==> config.mk <==
export PLATFORM = sky130hd
export DESIGN_NAME = adc_tpg
export DESIGN_NICKNAME = d
export VERILOG_FILES = /design/src/rtl/adc_tpg_pkg.sv /design/src/rtl/adc_tpg_ctrl.sv /design/src/rtl/adc_tpg_levels.sv /design/src/rtl/adc_tpg_userpat.sv /design/src/rtl/adc_tpg.sv
export SDC_FILE = /design/constraint.sdc
export NUM_CORES = 1
export LEC_CHECK = 0
export BUFFER_PORTS_ARGS = -buffer_cell sky130_fd_sc_hd__buf_4
export CORE_MARGIN = 3
export CORE_UTILIZATION = 45
export DETAILED_ROUTE_END_ITERATION = 6
export GPL_TIMING_DRIVEN = 1
export PLACE_DENSITY_LB_ADDON = 0.08
export SLEW_MARGIN = 5
export SYNTH_ARGS = -nofsm -noshare
export SYNTH_HDL_FRONTEND = slang
export SYNTH_SLANG_ARGS = --single-unit
==> constraint.sdc <==
create_clock -name clk -period 2.5 [get_ports clk]
set_clock_uncertainty 0.1 [all_clocks]
set_input_delay 0.5 -clock clk [delete_from_list [all_inputs] [get_ports clk]]
set_output_delay 0.5 -clock clk [all_outputs]
set_load 0.05 [all_outputs]
==> src/rtl/adc_tpg_pkg.sv <==
package adc_tpg_pkg;

    localparam logic [3:0] MODE_NORMAL   = 4'b0000;
    localparam logic [3:0] MODE_MID      = 4'b0001;
    localparam logic [3:0] MODE_POS_FS   = 4'b0010;
    localparam logic [3:0] MODE_NEG_FS   = 4'b0011;
    localparam logic [3:0] MODE_CHECKER  = 4'b0100;
    localparam logic [3:0] MODE_PN_LONG  = 4'b0101;
    localparam logic [3:0] MODE_PN_SHORT = 4'b0110;
    localparam logic [3:0] MODE_USER     = 4'b1000;

    localparam logic [1:0] SEQ_STEADY = 2'b00;
    localparam logic [1:0] SEQ_ALT    = 2'b01;
    localparam logic [1:0] SEQ_ONE    = 2'b10;
    localparam logic [1:0] SEQ_PAIR   = 2'b11;

    localparam logic [1:0] STEP_DONE = 2'd2;

    typedef struct packed {
        logic [3:0] mode;
        logic [1:0] seq;
        logic [1:0] step;
        logic       phase;
    } ctrl_t;

endpackage

==> src/rtl/adc_tpg_ctrl.sv <==
module adc_tpg_ctrl
    import adc_tpg_pkg::*;
(
    input  logic       clk,
    input  logic       rst_n,
    input  logic       enc_stb,
    input  logic       cfg_we,
    input  logic [3:0] cfg_mode,
    input  logic [1:0] cfg_seq,
    output ctrl_t      ctrl
);

    ctrl_t ctrl_d, ctrl_q;

    always_comb begin
        ctrl_d = ctrl_q;
        if (enc_stb) begin
            if (ctrl_q.step != STEP_DONE) begin
                ctrl_d.step = ctrl_q.step + 2'd1;
            end
            ctrl_d.phase = ~ctrl_q.phase;
        end
        if (cfg_we) begin
            ctrl_d.mode  = cfg_mode;
            ctrl_d.seq   = cfg_seq;
            ctrl_d.step  = '0;
            ctrl_d.phase = 1'b0;
        end
    end

    always_ff @(posedge clk) begin
        if (!rst_n) begin
            ctrl_q <= '0;
        end else begin
            ctrl_q <= ctrl_d;
        end
    end

    assign ctrl = ctrl_q;

endmodule

==> src/rtl/adc_tpg_levels.sv <==
module adc_tpg_levels #(
    parameter int DW = 14
) (
    input  logic          fmt_twos,
    input  logic [DW-1:0] pn_long_word,
    input  logic [DW-1:0] pn_short_word,
    output logic [DW-1:0] lvl_mid,
    output logic [DW-1:0] lvl_pos,
    output logic [DW-1:0] lvl_neg,
    output logic [DW-1:0] pn_long_fmt,
    output logic [DW-1:0] pn_short_fmt
);

    localparam logic [DW-1:0] MSB_ONLY = {1'b1, {(DW-1){1'b0}}};

    logic [DW-1:0] flip;

    always_comb begin
        flip         = fmt_twos ? MSB_ONLY : '0;
        lvl_mid      = MSB_ONLY ^ flip;
        lvl_pos      = {DW{1'b1}} ^ flip;
        lvl_neg      = flip;
        pn_long_fmt  = pn_long_word ^ flip;
        pn_short_fmt = pn_short_word ^ flip;
    end

endmodule

==> src/rtl/adc_tpg_userpat.sv <==
module adc_tpg_userpat
    import adc_tpg_pkg::*;
#(
    parameter int DW = 14,
    parameter int BW = 8
) (
    input  logic [BW-1:0] pat1_hi,
    input  logic [BW-1:0] pat1_lo,
    input  logic [BW-1:0] pat2_hi,
    input  logic [BW-1:0] pat2_lo,
    input  logic [1:0]    seq,
    input  logic [1:0]    step,
    input  logic          phase,
    output logic [DW-1:0] user_word
);

    localparam int PW = 2 * BW;

    logic [PW-1:0] full1, full2;
    logic [DW-1:0] word1, word2;

    assign full1 = {pat1_hi, pat1_lo};
    assign full2 = {pat2_hi, pat2_lo};
    assign word1 = full1[PW-1 -: DW];
    assign word2 = full2[PW-1 -: DW];

    generate
        if (PW > DW) begin : g_trim
            logic unused_lsbs;
            assign unused_lsbs = ^{full1[PW-DW-1:0], full2[PW-DW-1:0]};
        end
    endgenerate

    always_comb begin
        user_word = '0;
        unique case (seq)
            SEQ_STEADY: user_word = word1;
            SEQ_ALT:    user_word = phase ? word2 : word1;
            SEQ_ONE:    user_word = (step == 2'd0) ? word1 : '0;
            SEQ_PAIR: begin
                if (step == 2'd0)      user_word = word1;
                else if (step == 2'd1) user_word = word2;
                else                   user_word = '0;
            end
            default:    user_word = '0;
        endcase
    end

endmodule

==> src/rtl/adc_tpg.sv <==
module adc_tpg
    import adc_tpg_pkg::*;
#(
    parameter int DW = 14,
    parameter int BW = 8
) (
    input  logic          clk,
    input  logic          rst_n,
    input  logic          enc_stb,
    input  logic          cfg_we,
    input  logic [3:0]    cfg_mode,
    input  logic [1:0]    cfg_seq,
    input  logic          fmt_twos,
    input  logic [DW-1:0] adc_word,
    input  logic [DW-1:0] pn_long_word,
    input  logic [DW-1:0] pn_short_word,
    input  logic [BW-1:0] pat1_hi,
    input  logic [BW-1:0] pat1_lo,
    input  logic [BW-1:0] pat2_hi,
    input  logic [BW-1:0] pat2_lo,
    output logic [DW-1:0] dout
);

    ctrl_t         ctrl;
    logic [3:0]    cur_mode;
    logic [1:0]    cur_seq;
    logic [1:0]    cur_step;
    logic          cur_phase;
    logic [DW-1:0] lvl_mid, lvl_pos, lvl_neg, pn_long_fmt, pn_short_fmt;
    logic [DW-1:0] user_word;
    logic [DW-1:0] cb_even, cb_odd;
    logic [DW-1:0] dout_d, dout_q;

    adc_tpg_ctrl u_ctrl (
        .clk      (clk),
        .rst_n    (rst_n),
        .enc_stb  (enc_stb),
        .cfg_we   (cfg_we),
        .cfg_mode (cfg_mode),
        .cfg_seq  (cfg_seq),
        .ctrl     (ctrl)
    );

    assign cur_mode  = ctrl.mode;
    assign cur_seq   = ctrl.seq;
    assign cur_step  = ctrl.step;
    assign cur_phase = ctrl.phase;

    adc_tpg_levels #(.DW(DW)) u_levels (
        .fmt_twos      (fmt_twos),
        .pn_long_word  (pn_long_word),
        .pn_short_word (pn_short_word),
        .lvl_mid       (lvl_mid),
        .lvl_pos       (lvl_pos),
        .lvl_neg       (lvl_neg),
        .pn_long_fmt   (pn_long_fmt),
        .pn_short_fmt  (pn_short_fmt)
    );

    adc_tpg_userpat #(.DW(DW), .BW(BW)) u_userpat (
        .pat1_hi   (pat1_hi),
        .pat1_lo   (pat1_lo),
        .pat2_hi   (pat2_hi),
        .pat2_lo   (pat2_lo),
        .seq       (cur_seq),
        .step      (cur_step),
        .phase     (cur_phase),
        .user_word (user_word)
    );

    // Checkerboard: the MSB is set in the first phase, then the bits alternate.
    generate
        for (genvar i = 0; i < DW; i++) begin : g_cb
            assign cb_even[i] = ((i % 2) == ((DW - 1) % 2));
            assign cb_odd[i]  = ((i % 2) != ((DW - 1) % 2));
        end
    endgenerate

    always_comb begin
        dout_d = dout_q;
        if (enc_stb) begin
            case (cur_mode)
                MODE_MID:      dout_d = lvl_mid;
                MODE_POS_FS:   dout_d = lvl_pos;
                MODE_NEG_FS:   dout_d = lvl_neg;
                MODE_CHECKER:  dout_d = cur_phase ? cb_odd : cb_even;
                MODE_PN_LONG:  dout_d = pn_long_fmt;
                MODE_PN_SHORT: dout_d = pn_short_fmt;
                MODE_USER:     dout_d = user_word;
                default:       dout_d = adc_word;
            endcase
        end
    end

    always_ff @(posedge clk) begin
        if (!rst_n) begin
            dout_q <= '0;
        end else begin
            dout_q <= dout_d;
        end
    end

    assign dout = dout_q;

endmodule

==> results.cfg, run 1 <==
[sta]
maxSlewHeadroom_pct = 40.1
worstMarginPinSlew_ns = 0.896
fmax_mhz = 458
grt_setup_unrepaired = false
fin_crit_sh_pct = 87.3
hold_viol_final = 0
layout_min_cycle_time_ns = 2.18
drv_slew = 0
tns_ns = 0
setup_viol = 0

[critical_path]
path_delay_family = simple AND/OR/NAND/NOR gates
r2r_slack_ns = 0.32
critPathKind = register to register
regToRegStartpoint = u_ctrl.ctrl[7]
critPathMaxFanout = 14
critPathBufInv = 0
timing.rr.end = dout[9]
critical_path_required_ns = 2.62
worstRegToRegCells = 4
crit_path_end_kind = register
cp-start-kind = register
cpPeakStageDelay_ns = 0.77
endpoint = dout[9]
critPathSlowestCell = nor2b_1
critical_path.startpoint = u_ctrl.ctrl[7]
path_cells = nor2b_1, o21ai_0, o211ai_1, o221a_1
arrival_ns = 2.30
cp.depth = 4

[floorplan]
initial_core_util_pct = 48.7
core_um2 = 3830
die_x_um = 70.4
num_rows = 22
die_h_um = 70.4
die_area_um2 = 4950
design.portCount = 99

[grt]
grt_use_total_pct = 22.3
grt_start_max_net_pins = 30
grt_pass1_vias = 1814
grt_overflow_total = 0
grt_pass1_wl_mm = 8.98
antenna_found_initial = 0

[layout]
final_util_pct = 68.6
diodes = 0
drive_above_1_share_pct = 36.5
final_nets = 391
fin_cells = 349
fillers = 339
syn_to_final_growth_pct = 40.8

[cts]
post_cts_buffers = 0
clk_latency_ns = 0.27
cts_made_buffers = 3
cts_resized = 0
cts_max_level = 1
path_clk_slew_ns = 0.09
ctsHoldBuffers = 0
cts_root_buffer = clkbuf_8
cts_sinks = 23
cts_buffer_depth = 2
cts_tree = built

[synth]
syn_area_um2 = 1860
synth_edf_count = 0
yosysTopAreaCell = dfxtp_1
synthArstFlopShare_pct = 0
seq_area_frac_synth_pct = 24.7
ys.warnings.count = 0
synth.top_cells.by_area = dfxtp_1 25%, and3b_1 11%, a22o_1 6.1%
synthFlopType = dfxtp_1
synth.net_count = 305
syn_inst = 216
synthDistinctLibCells = 40
ys_ff_latch = 23
synth_top_cell_area_share_pct = 24.7
syn_avg_cell_area_um2 = 8.63

[route]
routed_wl_mm = 5.68
vias = 1988
dr.pass1.iters = 4
drt-initial-drc-count = 80
drc = 0
antenna_left = 0
detail_route.wl_per_cell_um = 16.3
vias_per_cell = 5.70

[power_and_ir_drop]
netSwitchingPower_w = 0.000374
p_int_w = 0.000715
switching_share_pct = 34.3
pwr-share-comb_pct = 37.8
powerDensity_nw_per_um2 = 415
pwr-share-seq_pct = 39.7
clkPwrFrac_pct = 22.4
peakVddDrop_mv = 0.251
leakagePower_nw = 1.19

[place]
portBuffers = 94
placed_cells = 345
dp_hpwl_mm = 4.26
globalplace.congestion = 0.797

[run]
cap_viol_max_count = 0

[min_path]
min_from = cfg_mode[3]
hold_path_class = input port to register

[outcome]
status = complete, no violations
power groups by stage:
stage	sequential (W)	combinational, W	clock [W]
2_1_floorplan	0.000507	0.000175	0
6_report	0.000433	0.000412	0.000245
4_1_cts	0.000432	0.000413	0.000246
3_3_place_gp	0.000439	0.000406	0
5_1_grt	0.000438	0.000442	0.000264
3_5_place_dp	0.000440	0.000412	0
layer usage:
layer,GRT usage [%],up-vias,share of wire (%)
met5,0,-,0
li1,-,986,-
met1,32.3,921,46
met2,33.8,77,45
met4,4.04,0,0.53
met3,4.89,4,7.5
state kept, by name, indices dropped and copies added, names as in the netlist:
register and cells:
dout 14, u_ctrl.ctrl 9
worst register-to-register path, stage by stage, from the launching register on:
cell      delay [ns]
dfxtp_1         0.52
nor2b_1         0.77
o21ai_0         0.36
o211ai_1        0.18
o221a_1         0.21
synthesized netlist by cell type (3+ instances only):
cell,count
a21oi_1,4
nor2_1,7
mux2i_1,7
buf_6,3
ha_1,4
buf_2,4
inv_1,4
xnor2_1,3
o21a_1,14
clkbuf_1,12
o211ai_1,13
o21ai_0,12
and3b_1,23
nand2b_1,7
dfxtp_1,23
nand2_1,16
nor2b_1,11
o221a_1,9
a22o_1,13
metrics by stage:
step	total power (W)	area, um^2	setup slack [ns]	hold WS (ns)
after floorplan	0.000681	1860	0.683	0.412
after global placement	0.000845	2580	0.451	0.433
after detailed placement	0.000852	2580	0.419	0.438
after CTS	0.00109	2630	0.404	0.381
after global routing	0.00114	2630	0.206	0.383
final	0.00109	2630	0.319	0.379
worst min-delay path by stage:
stage                                 to  depth (start not counted)
after floorplan           u_ctrl.ctrl[1]                          2
final                     u_ctrl.ctrl[8]                          3
after CTS                 u_ctrl.ctrl[7]                          3
after global routing      u_ctrl.ctrl[7]                          3
after global placement          dout[13]                          2
after detailed placement        dout[13]                          2
area by class of cell:
class	instances	area, um^2	area share, %
inverter	4	15.0	0.572
clock buffer	4	45.0	1.72
sequential	23	460	17.5
multi-input combinational	169	1290	49.0
timing repair buffer	101	758	28.9
tap	48	60.1	2.29
cells in the final DEF (no fill, tap or decap):
master,n
a2111oi_0,1
a2bb2oi_1,2
o21a_1,14
and2_1,1
o31ai_1,2
xor2_1,1
or4b_4,1
nor4b_1,1
nand2b_1,7
a22o_1,13
clkbuf_8,3
o221a_1,9
nor2_1,7
dfxtp_1,23
mux2i_1,7
and3_1,1
xnor2_1,3
nor3_1,2
a21oi_1,4
buf_4,101
o221a_2,2
o21ai_2,1
a41oi_1,1
a222oi_1,2
nor2b_1,11
o211ai_1,13
o21ai_0,12
and2b_1,1
clkbuf_1,1
a221oi_1,1
nand2_1,16
ha_1,4
nor4_1,1
a21o_1,1
and3b_1,23
o311ai_0,1
a211oi_4,2
inv_1,4
nand3b_1,1
cell families (layout without fill, tap and decap cells):
family                   Yosys count  after routing  share of synthesized area (%)
flip-flops                        23             23                           24.7
adder cells (fa/ha/maj)            4              4                           2.68
buffers and inverters             24            109                           6.31
AND/OR/NAND/NOR                   73             73                           25.0
AO/OA/AOI/OAI                     81             81                           35.6
multiplexers                       7              7                           3.76
XOR/XNOR                           4              4                           1.88
Note: power is estimated with default switching activity, not from simulation.
==> inputs of run 2 (changes only) <==
--- a/config.mk
+++ b/config.mk
@@ -6,11 +6,14 @@
 export NUM_CORES = 1
 export LEC_CHECK = 0
 export BUFFER_PORTS_ARGS = -buffer_cell sky130_fd_sc_hd__buf_4
+export CELL_PAD_IN_SITES_DETAIL_PLACEMENT = 1
+export CELL_PAD_IN_SITES_GLOBAL_PLACEMENT = 2
 export CORE_MARGIN = 3
-export CORE_UTILIZATION = 45
+export CORE_UTILIZATION = 24
+export CTS_CLUSTER_SIZE = 8
 export DETAILED_ROUTE_END_ITERATION = 6
 export GPL_TIMING_DRIVEN = 1
-export PLACE_DENSITY_LB_ADDON = 0.08
+export PLACE_DENSITY_LB_ADDON = 0.2
 export SLEW_MARGIN = 5
 export SYNTH_ARGS = -nofsm -noshare
 export SYNTH_HDL_FRONTEND = slang
==> results.cfg, run 2 (synthesized netlist as in run 1, its figures left out) <==
[sta]
grt_setup_unrepaired = false
setup_viol = 0
drv_slew = 0
maxSlewHeadroom_pct = 56.3
hold_viol_final = 0
fin_crit_sh_pct = 79.0
tns_ns = 0
fmax_mhz = 506
layout_min_cycle_time_ns = 1.97
worstMarginPinSlew_ns = 0.656

[cts]
cts_made_buffers = 3
cts_tree = built
post_cts_buffers = 0
path_clk_slew_ns = 0.09
cts_buffer_depth = 2
clk_latency_ns = 0.27
cts_root_buffer = clkbuf_8
cts_max_level = 1
cts_resized = 0
ctsHoldBuffers = 0
cts_sinks = 23

[grt]
grt_pass1_wl_mm = 11.0
grt_use_total_pct = 15.6
antenna_found_initial = 0
grt_overflow_total = 0
grt_pass1_vias = 2181
grt_start_max_net_pins = 30

[power_and_ir_drop]
finalPower_w = 0.00110
leakagePower_nw = 1.21
peakVddDrop_mv = 0.193
powerDensity_nw_per_um2 = 404

[place]
portBuffers = 94
globalplace.congestion = 0.712
dp_hpwl_mm = 5.19

[route]
detail_route.wl_per_cell_um = 16.4
routed_wl_mm = 6.65
antenna_left = 0
drc = 0
dr.pass1.iters = 4
drt-initial-drc-count = 57
vias_per_cell = 4.94
vias = 2001

[floorplan]
die_area_um2 = 8860
die_x_um = 94.1
die_h_um = 94.1
initial_core_util_pct = 25.2
design.portCount = 99
core_um2 = 7410
num_rows = 31

[layout]
final_common_cell = buf_4
final_cell_mix = 106 x buf_4, 23 x and3b_1, 23 x dfxtp_1
largest_reg_flops = 14
diodes = 0
drive_above_1_share_pct = 37.6
final_nets = 396
syn_to_final_growth_pct = 46.2

[min_path]
hold_depth = 3
hold_path_class = input port to register
min_from = cfg_mode[3]
min_to = u_ctrl.ctrl[8]

[critical_path]
arrival_ns = 2.05
critPathMaxFanout = 29
timing.rr.end = dout[8]
critPathKind = register to register
worstRegToRegCells = 5
critical_path_required_ns = 2.57
crit_path_end_kind = register
cp-start-kind = register
critical_path.startpoint = u_ctrl.ctrl[6]
r2r_slack_ns = 0.53
regToRegStartpoint = u_ctrl.ctrl[6]

[run]
cap_viol_max_count = 0

[outcome]
status = complete, no violations
## run 2: cell types whose count changed in the layout (fill, tap and decap cells not counted), sizes merged
cell	change
buf	+5
## run 2: power breakdown
| group | total (W) | switching, W | internal (W) |
|---|---|---|---|
| Combinational | 0.000427 | 0.000218 | 0.000209 |
| Clock | 0.000248 | 0.000134 | 0.000114 |
| Sequential | 0.000427 | 0.0000299 | 0.000397 |
| Total | 0.00110 | 0.000381 | 0.000721 |
## run 2: worst max-delay path by stage
stage	endpoint	slack, ns	cells after the start
after CTS	dout[6]	0.53	4
after floorplan	dout[0]	0.68	6
after detailed placement	dout[6]	0.55	4
final	dout[8]	0.53	5
after global placement	dout[6]	0.56	4
after global routing	dout[8]	0.44	5
## run 2: through the flow
| stage | hold slack (ns) | setup WS, ns | cell area, um^2 | util, % | cells |
|---|---|---|---|---|---|
| final | 0.378 | 0.525 | 2730 | 36.8 | 405 |
| after global routing | 0.388 | 0.435 | 2730 | 36.8 | 405 |
| after CTS | 0.379 | 0.531 | 2730 | 36.8 | 405 |
| after detailed placement | 0.433 | 0.547 | 2680 | 36.2 | 401 |
| after global placement | 0.428 | 0.558 | 2680 | 36.2 | 401 |
| after floorplan | 0.412 | 0.683 | 1860 | - | 216 |
## run 2: layout make-up
class | instances | area [um^2]
fill | 890 | 4680
clock buffer | 4 | 45.0
timing repair buffer | 106 | 796
inverter | 4 | 15.0
sequential | 23 | 460
tap | 99 | 124
multi-input combinational | 169 | 1290
## run 2: worst max-delay path, stage by stage, from the launching register on
cell	delay [ns]
dfxtp_1	0.47
buf_4	0.30
and3b_1	0.20
o21ai_0	0.38
o211ai_1	0.15
o221a_2	0.27
## run 2: layer usage
| layer | global-route usage, % | up-vias | wire length, um |
|---|---|---|---|
| li1 | - | 1001 | - |
| met1 | 21.8 | 937 | 3300 |
| met2 | 25.2 | 59 | 2950 |
| met3 | 2.08 | 4 | 340 |
| met4 | 3.61 | 0 | 62 |
| met5 | 0 | - | 0 |
